$ cat config.mk
export PLATFORM = sky130hd
export DESIGN_NAME = alu_slice
export DESIGN_NICKNAME = d
export VERILOG_FILES = /design/src/rtl/alu_slice_pkg.sv /design/src/rtl/alu_add_path.sv /design/src/rtl/alu_bit_units.sv /design/src/rtl/alu_out_select.sv /design/src/rtl/alu_flag_gen.sv /design/src/rtl/alu_slice.sv
export SDC_FILE = /design/constraint.sdc
export NUM_CORES = 1
export LEC_CHECK = 0
export BUFFER_PORTS_ARGS = -buffer_cell sky130_fd_sc_hd__buf_2
export CORE_ASPECT_RATIO = 1.4
export CORE_MARGIN = 10
export CORE_UTILIZATION = 30
export DETAILED_ROUTE_END_ITERATION = 16
export MAX_ROUTING_LAYER = met4
export RECOVER_POWER = 25
export SETUP_SLACK_MARGIN = 0.1
export SLEW_MARGIN = 20
export SYNTH_ARGS = -nofsm -noshare
export SYNTH_HDL_FRONTEND = slang
export SYNTH_SLANG_ARGS = --single-unit
$ cat constraint.sdc
create_clock -name vclk -period 3.25
set_input_delay 0.1625 -clock vclk [all_inputs]
set_output_delay 0.1625 -clock vclk [all_outputs]
set_load 0.01 [all_outputs]
$ cat src/rtl/alu_slice_pkg.sv
package alu_slice_pkg;

    parameter int SLICE_W = 8;
    parameter int OPC_W   = 4;

    typedef enum logic [OPC_W-1:0] {
        OP_ADD = 4'd0,
        OP_SUB = 4'd1,
        OP_AND = 4'd2,
        OP_XOR = 4'd3,
        OP_SHR = 4'd4,
        OP_SHL = 4'd5
    } alu_op_e;

endpackage

$ cat src/rtl/alu_add_path.sv
module alu_add_path #(
    parameter int W = 8
) (
    input  logic [W-1:0] addend_b,
    input  logic [W-1:0] addend_a,
    input  logic         invert_a,
    input  logic         cin,
    output logic [W-1:0] sum,
    output logic         cout,
    output logic         ovf
);
    logic [W-1:0] a_eff;
    logic [W:0]   wide;

    always_comb begin
        a_eff = invert_a ? ~addend_a : addend_a;
        wide  = {1'b0, addend_b} + {1'b0, a_eff} + {{W{1'b0}}, cin};
        sum   = wide[W-1:0];
        cout  = wide[W];
        ovf   = (addend_b[W-1] == a_eff[W-1]) && (wide[W-1] != addend_b[W-1]);
    end

endmodule

$ cat src/rtl/alu_bit_units.sv
module alu_bit_units #(
    parameter int W = 8
) (
    input  logic [W-1:0] a,
    input  logic [W-1:0] b,
    input  logic         fill,
    output logic [W-1:0] and_f,
    output logic [W-1:0] xor_f,
    output logic [W-1:0] shr_f,
    output logic         shr_out,
    output logic [W-1:0] shl_f,
    output logic         shl_out
);
    always_comb begin
        and_f   = a & b;
        xor_f   = a ^ b;
        shr_f   = {fill, a[W-1:1]};
        shr_out = a[0];
        shl_f   = {a[W-2:0], fill};
        shl_out = a[W-1];
    end

endmodule

$ cat src/rtl/alu_out_select.sv
module alu_out_select
    import alu_slice_pkg::*;
#(
    parameter int W = 8
) (
    input  alu_op_e      op,
    input  logic [W-1:0] add_f,
    input  logic         add_c,
    input  logic         add_v,
    input  logic [W-1:0] sub_f,
    input  logic         sub_c,
    input  logic         sub_v,
    input  logic [W-1:0] and_f,
    input  logic [W-1:0] xor_f,
    input  logic [W-1:0] shr_f,
    input  logic         shr_c,
    input  logic [W-1:0] shl_f,
    input  logic         shl_c,
    output logic [W-1:0] sel_f,
    output logic         sel_c,
    output logic         sel_v
);
    always_comb begin
        sel_f = '0;
        sel_c = 1'b0;
        sel_v = 1'b0;
        unique case (op)
            OP_ADD: begin sel_f = add_f; sel_c = add_c; sel_v = add_v; end
            OP_SUB: begin sel_f = sub_f; sel_c = sub_c; sel_v = sub_v; end
            OP_AND: sel_f = and_f;
            OP_XOR: sel_f = xor_f;
            OP_SHR: begin sel_f = shr_f; sel_c = shr_c; end
            OP_SHL: begin sel_f = shl_f; sel_c = shl_c; end
            default: ;
        endcase
    end

endmodule

$ cat src/rtl/alu_flag_gen.sv
module alu_flag_gen #(
    parameter int W = 8
) (
    input  logic [W-1:0] f,
    output logic         zf,
    output logic         sf
);
    always_comb begin
        zf = (f == '0);
        sf = f[W-1];
    end

endmodule

$ cat src/rtl/alu_slice.sv
module alu_slice
    import alu_slice_pkg::*;
#(
    parameter int W = SLICE_W
) (
    input  logic [W-1:0]     opd_a,
    input  logic [W-1:0]     opd_b,
    input  logic             carry_in,
    input  logic [OPC_W-1:0] op_code,
    output logic [W-1:0]     result,
    output logic             carry_out,
    output logic             zero_flag,
    output logic             sign_flag,
    output logic             ovf_flag
);
    localparam int NUM_ARITH = 2;

    logic [W-1:0] ar_f [NUM_ARITH];
    logic         ar_c [NUM_ARITH];
    logic         ar_v [NUM_ARITH];

    logic [W-1:0] and_f, xor_f, shr_f, shl_f;
    logic         shr_c, shl_c;
    alu_op_e      op;

    assign op = alu_op_e'(op_code);

    // index 0 adds A, index 1 adds the complement of A
    for (genvar g = 0; g < NUM_ARITH; g++) begin : g_arith
        alu_add_path #(.W(W)) u_add (
            .addend_b (opd_b),
            .addend_a (opd_a),
            .invert_a (1'(g)),
            .cin      (carry_in),
            .sum      (ar_f[g]),
            .cout     (ar_c[g]),
            .ovf      (ar_v[g])
        );
    end

    alu_bit_units #(.W(W)) u_bits (
        .a       (opd_a),
        .b       (opd_b),
        .fill    (carry_in),
        .and_f   (and_f),
        .xor_f   (xor_f),
        .shr_f   (shr_f),
        .shr_out (shr_c),
        .shl_f   (shl_f),
        .shl_out (shl_c)
    );

    alu_out_select #(.W(W)) u_sel (
        .op    (op),
        .add_f (ar_f[0]),
        .add_c (ar_c[0]),
        .add_v (ar_v[0]),
        .sub_f (ar_f[1]),
        .sub_c (ar_c[1]),
        .sub_v (ar_v[1]),
        .and_f (and_f),
        .xor_f (xor_f),
        .shr_f (shr_f),
        .shr_c (shr_c),
        .shl_f (shl_f),
        .shl_c (shl_c),
        .sel_f (result),
        .sel_c (carry_out),
        .sel_v (ovf_flag)
    );

    alu_flag_gen #(.W(W)) u_flags (
        .f  (result),
        .zf (zero_flag),
        .sf (sign_flag)
    );

    always_comb begin
        if (op_code > OPC_W'(OP_SHL)) begin
            a_r9_unused_quiet: assert (result == '0 && !carry_out && !ovf_flag && zero_flag);
        end
        if (op == OP_AND || op == OP_XOR || op == OP_SHR || op == OP_SHL) begin
            a_r4_logic_no_overflow: assert (!ovf_flag);
        end
        if (op == OP_SHR) begin
            a_r6_shr_fill: assert (result[W-1] == carry_in && carry_out == opd_a[0]);
        end
        if (op == OP_SHL) begin
            a_r7_shl_fill: assert (result[0] == carry_in && carry_out == opd_a[W-1]);
        end
        if (op == OP_ADD && opd_a == '0 && !carry_in) begin
            a_r1_add_identity: assert (result == opd_b && !carry_out && !ovf_flag);
        end
        a_r8_zero_not_negative: assert (!(zero_flag && sign_flag));
    end

endmodule

==> flow_summary.json, run 1 <==
{
  "final_cell_area_sq_mm": 0.00160,
  "overflow": 0,
  "die_x_um": 76.3,
  "routed_wl_um": 4190,
  "ys_warn_count": 0,
  "hold_viol_final": 0,
  "min_path_type": "in2out",
  "wl_per_cell_um": 15.2,
  "grt_max_degree": 18,
  "power_mw": 0.259,
  "maxCapViolations": 0,
  "drtAntennaViolNets": 0,
  "synth_common_cells": "23 x inv_1, 16 x ha_1, 15 x a21oi_1",
  "max_freq_mhz": 314,
  "status": "completed",
  "dieArea_sq_mm": 0.00753,
  "postPlaceCellArea_sq_mm": 0.00154,
  "fp.coreArea_sq_mm": 0.00427,
  "power.leakage_nw": 0.755,
  "final_nets": 259,
  "worst_hold_path.endpoint": "result[2]",
  "design.seq.count": 0,
  "utilization": 0.374,
  "worst_setup_path_start_kind": "input port",
  "syn_nets": 230,
  "synth_seq_area_share": 0,
  "worst_pin_slew_ns": 0.932,
  "io_pins": 33,
  "clkbuf_count": 0,
  "antenna_cells": 0,
  "syn_inst": 189,
  "synth_cell_types": 53,
  "critPathKind": "in2out",
  "rows": 28,
  "worstHoldStart": "op_code[3]",
  "vias": 1481,
  "yosysMostFrequentCell": "inv_1",
  "antenna_found_initial": 0,
  "path_max_fanout": 3,
  "dp_cells": 275,
  "grt_pass1_vias": 1428,
  "yosys.area.top_type": "ha_1",
  "drc": 0,
  "seq_area_sq_um": 0,
  "worstHoldPathCells": 3,
  "drive_gt1_frac": 0.255,
  "avgSynthCellArea_sq_um": 7.04,
  "finalSetupViolations": 0,
  "port_buffers": 33,
  "crit_arrival_ns": 3.02,
  "finalNonFillerCells": 276,
  "drv_slew": 0,
  "fin_setup_tns_ns": 0,
  "final.fill_count": 500,
  "grt_setup_unrepaired": "yes",
  "critical_path.endpoint_type": "output pin",
  "power_density_mw_per_mm2": 162,
  "yosysTopAreaCellShare": 0.151,
  "min_period_ns": 3.18,
  "firstDrtPassIters": 4,
  "relSlewSlack": 0.373,
  "grtUsageTotal": 0.107,
  "grt_first_pass_wirelength_um": 6810,
  "post-dp-hpwl_um": 3450,
  "min_period_over_period": 0.978,
  "synthTopCellsByArea": "ha_1 15%, inv_1 6.5%, fa_1 6.0%",
  "globalplace.congestion": 0.937,
  "viasPerCell": 5.37,
  "die_y_um": 98.8,
  "first_iter_violations": 93,
  "areaGrowthSynthToFinish_pct": 20.1,
  "synth_area_sq_mm": 0.00133,
  "worst_ep_required_time_ns": 3.09,
  "vdd_drop_max_mv": 0.0638,
  "start_util": 0.311
}
==> power breakdown <==
part           leakage, nW  internal (mW)  switching, mW
Clock                    0              0              0
Sequential               0              0              0
Combinational        0.755          0.113          0.146
==> cell families after synthesis <==
kind of cell,synth area share
compound gates,0.315
xor+xnor,0.0329
fa+ha+maj,0.211
buf+inv,0.113
mux,0.0630
simple gates,0.265
==> what timing repair did <==
item / 4_1_cts / 5_1_grt
gates resized for setup: 0 / 19
hold buffers: 0 / 0
endpoints found under the setup margin: 0 / 1
buffers inserted: 0 / 1
==> layout by cell type, fill, tap and decap left out, drive strengths merged, types with 3 or more instances in the layout <==
| cell type | netlist | layout |
|---|---|---|
| o21bai | 3 | 3 |
| nand2 | 11 | 11 |
| o21ai | 13 | 13 |
| mux2i | 5 | 5 |
| nor2b | 5 | 5 |
| ha | 16 | 16 |
| nor2 | 14 | 14 |
| nor3 | 4 | 4 |
| or3 | 3 | 3 |
| a21o | 3 | 3 |
| xor2 | 3 | 3 |
| a21oi | 15 | 15 |
| inv | 24 | 24 |
| nand3 | 3 | 3 |
| or3b | 4 | 4 |
| nor3b | 5 | 5 |
| fa | 4 | 4 |
| buf | 8 | 36 |
| nand2b | 5 | 5 |
| a221o | 3 | 3 |
==> worst max path at each step <==
stage,end,from,slack [ns]
2_1_floorplan,zero_flag,opd_a[0],0.29
3_3_place_gp,zero_flag,opd_b[0],0.13
3_5_place_dp,zero_flag,opd_b[0],0.10
4_1_cts,zero_flag,opd_b[0],0.10
5_1_grt,zero_flag,carry_in,-0.06
6_report,zero_flag,carry_in,0.07
==> stage by stage <==
stage / setup slack (ns) / hold WS, ns
global route: -0.0575 / 0.758
global placement: 0.134 / 0.708
detailed placement: 0.104 / 0.717
CTS: 0.100 / 0.719
finish: 0.0700 / 0.714
floorplan: 0.289 / 0.497
==> per-layer routing <==
| layer | up-vias | wire length (um) | share of wire | global-route usage |
|---|---|---|---|---|
| met5 | - | 0 | 0 | - |
| met4 | 0 | 95 | 0.023 | 0.0201 |
| met3 | 6 | 94 | 0.022 | 0.00545 |
| met2 | 48 | 2170 | 0.52 | 0.196 |
| met1 | 685 | 1830 | 0.44 | 0.125 |
| li1 | 742 | - | - | - |
==> cell type report <==
cell class                 instances  area [sq um]  area share
inverter                          24          95.1      0.0595
multi-input combinational        154          1200       0.754
tap                               60          75.1      0.0470
timing repair buffer              38           223       0.139
==> worst max-delay path, stage by stage <==
cell and delay, ns:
buf_8 0.11, inv_4 0.05, fa_2 0.21, inv_2 0.04
fa_2 0.33, nor2b_4 0.13, o311a_1 0.35, a221o_1 0.30
or3b_4 0.37, or4b_4 0.53, nor4_4 0.26, buf_2 0.17
(Power assumes the default switching activity.)
==> inputs of run 2 (changes only) <==
CORE_MARGIN = not set   (was 10)
SKIP_LAST_GASP = 1   (was not set)
==> run 2 against run 1 <==
  * Cell count shrank 0.72%
  * Non-clock buffer count shrank 2
  * Routed wire length shrank 0.31%
  * Core utilization shrank 0.55 points
  * Global-route usage grew 7.7 points
  * Critical path depth is the same
  * First-iteration DRC count shrank 4.3%
  * Flip-flop and latch count is the same
  * Maximum frequency shrank 1.1%
  * Count of clock-buffer cells in the layout is the same
  * Hold slack gained 0.036 ns
  * Largest power group unchanged
  * Highest routed layer unchanged
==> flow_summary.json, run 2 (synthesis gave the netlist of run 1 again) <==
{
  "worst_setup_path_start_kind": "input port",
  "critical_path.endpoint_type": "output pin",
  "clock_power_share": 0,
  "die_x_um": 58.3,
  "slowest_delay_ns": 0.54,
  "fp.coreArea_sq_mm": 0.00424,
  "p_int_mw": 0.110,
  "grt_first_pass_wirelength_um": 6670,
  "rows": 28,
  "whs_ns": 0.751,
  "globalplace.congestion": 0.932,
  "firstDrtPassIters": 4,
  "io_pins": 33,
  "die_y_um": 80.8,
  "grtUsageMet1": 0.219,
  "vdd_drop_max_mv": 0.0513,
  "pwr-share-seq": 0,
  "clkbuf_count": 0,
  "crit_chain": "buf_2 > inv_2 > fa_2 > inv_1 > fa_2 > nor2b_2 > o311a_1 > a221o_1 > or3b_4 > or4b_4 > nor4_4 > buf_2",
  "min_period_over_period": 0.990,
  "power_frac_comb": 1.000,
  "first_iter_violations": 89,
  "final_nets": 257,
  "finalNonFillerCells": 274,
  "overflow": 0,
  "dp_cells": 273,
  "status": "completed",
  "top_usage_layer": "met2",
  "min_period_ns": 3.22,
  "design.seq.count": 0,
  "power_mw": 0.258,
  "areaGrowthSynthToFinish_pct": 17.4,
  "viasPerCell": 5.53,
  "wl_per_cell_um": 15.2,
  "critPathKind": "in2out",
  "dieArea_sq_mm": 0.00471,
  "antenna_cells": 0,
  "port_buffers": 33,
  "start_util": 0.314,
  "hold_viol_final": 0,
  "finalSetupViolations": 0,
  "worstHoldPathCells": 3,
  "grtUsageTotal": 0.183,
  "met3_usage": 0.00478,
  "routed_wl_um": 4170,
  "drtAntennaViolNets": 0,
  "seq_area_sq_um": 0,
  "worst_ep_required_time_ns": 3.09,
  "fin_ws_ns": 0.0340,
  "drive_gt1_frac": 0.262,
  "final_cell_area_sq_mm": 0.00156,
  "dp_slack_ns": 0.0854,
  "worstHoldStart": "op_code[3]",
  "maxCapViolations": 0,
  "utilization": 0.368,
  "post-dp-hpwl_um": 3330,
  "final_common_cell": "buf_2",
  "hold_buffers": 0,
  "vias": 1516,
  "path_max_fanout": 4,
  "relSlewSlack": 0.416,
  "crit_arrival_ns": 3.05,
  "worst_pin_slew_ns": 0.869,
  "grt_max_degree": 26,
  "max_freq_mhz": 311,
  "postPlaceCellArea_sq_mm": 0.00153,
  "power_density_mw_per_mm2": 165,
  "power.leakage_nw": 0.744,
  "grt_setup_unrepaired": "yes",
  "final_cell_mix": "33 x buf_2, 20 x inv_1, 16 x ha_1, 15 x a21oi_1, 14 x nor2_1",
  "grt_pass1_vias": 1373,
  "drv_slew": 0,
  "worst_hold_path.endpoint": "result[2]",
  "antenna_found_initial": 0,
  "p_switching_mw": 0.148,
  "drc": 0,
  "critPathSlowestCell": "or4b_4",
  "p_sw_frac": 0.574,
  "min_path_type": "in2out",
  "fin_setup_tns_ns": 0,
  "gr-usage-met2": 0.336
}
[run 2: changes by cell type in the layout (fill, tap and decap cells not counted), moves of 2 or more]
cell / previous run / this run
buf_2: 28 / 33
buf_6: 2 / 0
nor2b_2: 0 / 2
buf_4: 5 / 3
inv_4: 2 / 0
clkbuf_1: 2 / 0
[run 2: cell type report]
class	instances	area [sq um]
Fill cell	493	2680
Inverter	24	90.1
Multi-Input combinational cell	154	1210
Tap cell	60	75.1
Timing Repair Buffer	36	188
[run 2: what timing repair did]
item	in CTS	in global routing
pin swaps	0	3
setup endpoints to repair	1	1
setup buffers	0	1
gates resized for setup	2	9
[run 2: how the worst max path moves through the flow]
stage                         from   endpoint  slack [ns]  depth (start not counted)
after global placement    opd_a[0]  zero_flag        0.11                         12
after CTS                 opd_b[0]  zero_flag        0.09                         12
final                     opd_b[0]  zero_flag        0.03                         12
after floorplan           opd_a[0]  zero_flag        0.29                         10
after detailed placement  opd_a[0]  zero_flag        0.09                         12
after global routing      opd_b[0]  zero_flag       -0.06                         12
[run 2: per-layer routing]
layer / vias to the layer above / share of wire
li1: 737 / -
met1: 727 / 0.42
met2: 42 / 0.52
met3: 10 / 0.031
met4: 0 / 0.025
met5: - / 0
[run 2: worst max-delay path, delay by kind of cell]
family,cells,cell delay (ns)
AO/OA/AOI/OAI,2,0.61
buffers and inverters,4,0.42
AND/OR/NAND/NOR,4,1.33
adder cells (fa/ha/maj),2,0.53
[run 2: power groups by stage]
stage / sequential (mW) / clock, mW / combinational, mW
after global placement: 0 / 0 / 0.241
after floorplan: 0 / 0 / 0.169
final: 0 / 0 / 0.258
after global routing: 0 / 0 / 0.283
after CTS: 0 / 0 / 0.244
after detailed placement: 0 / 0 / 0.242
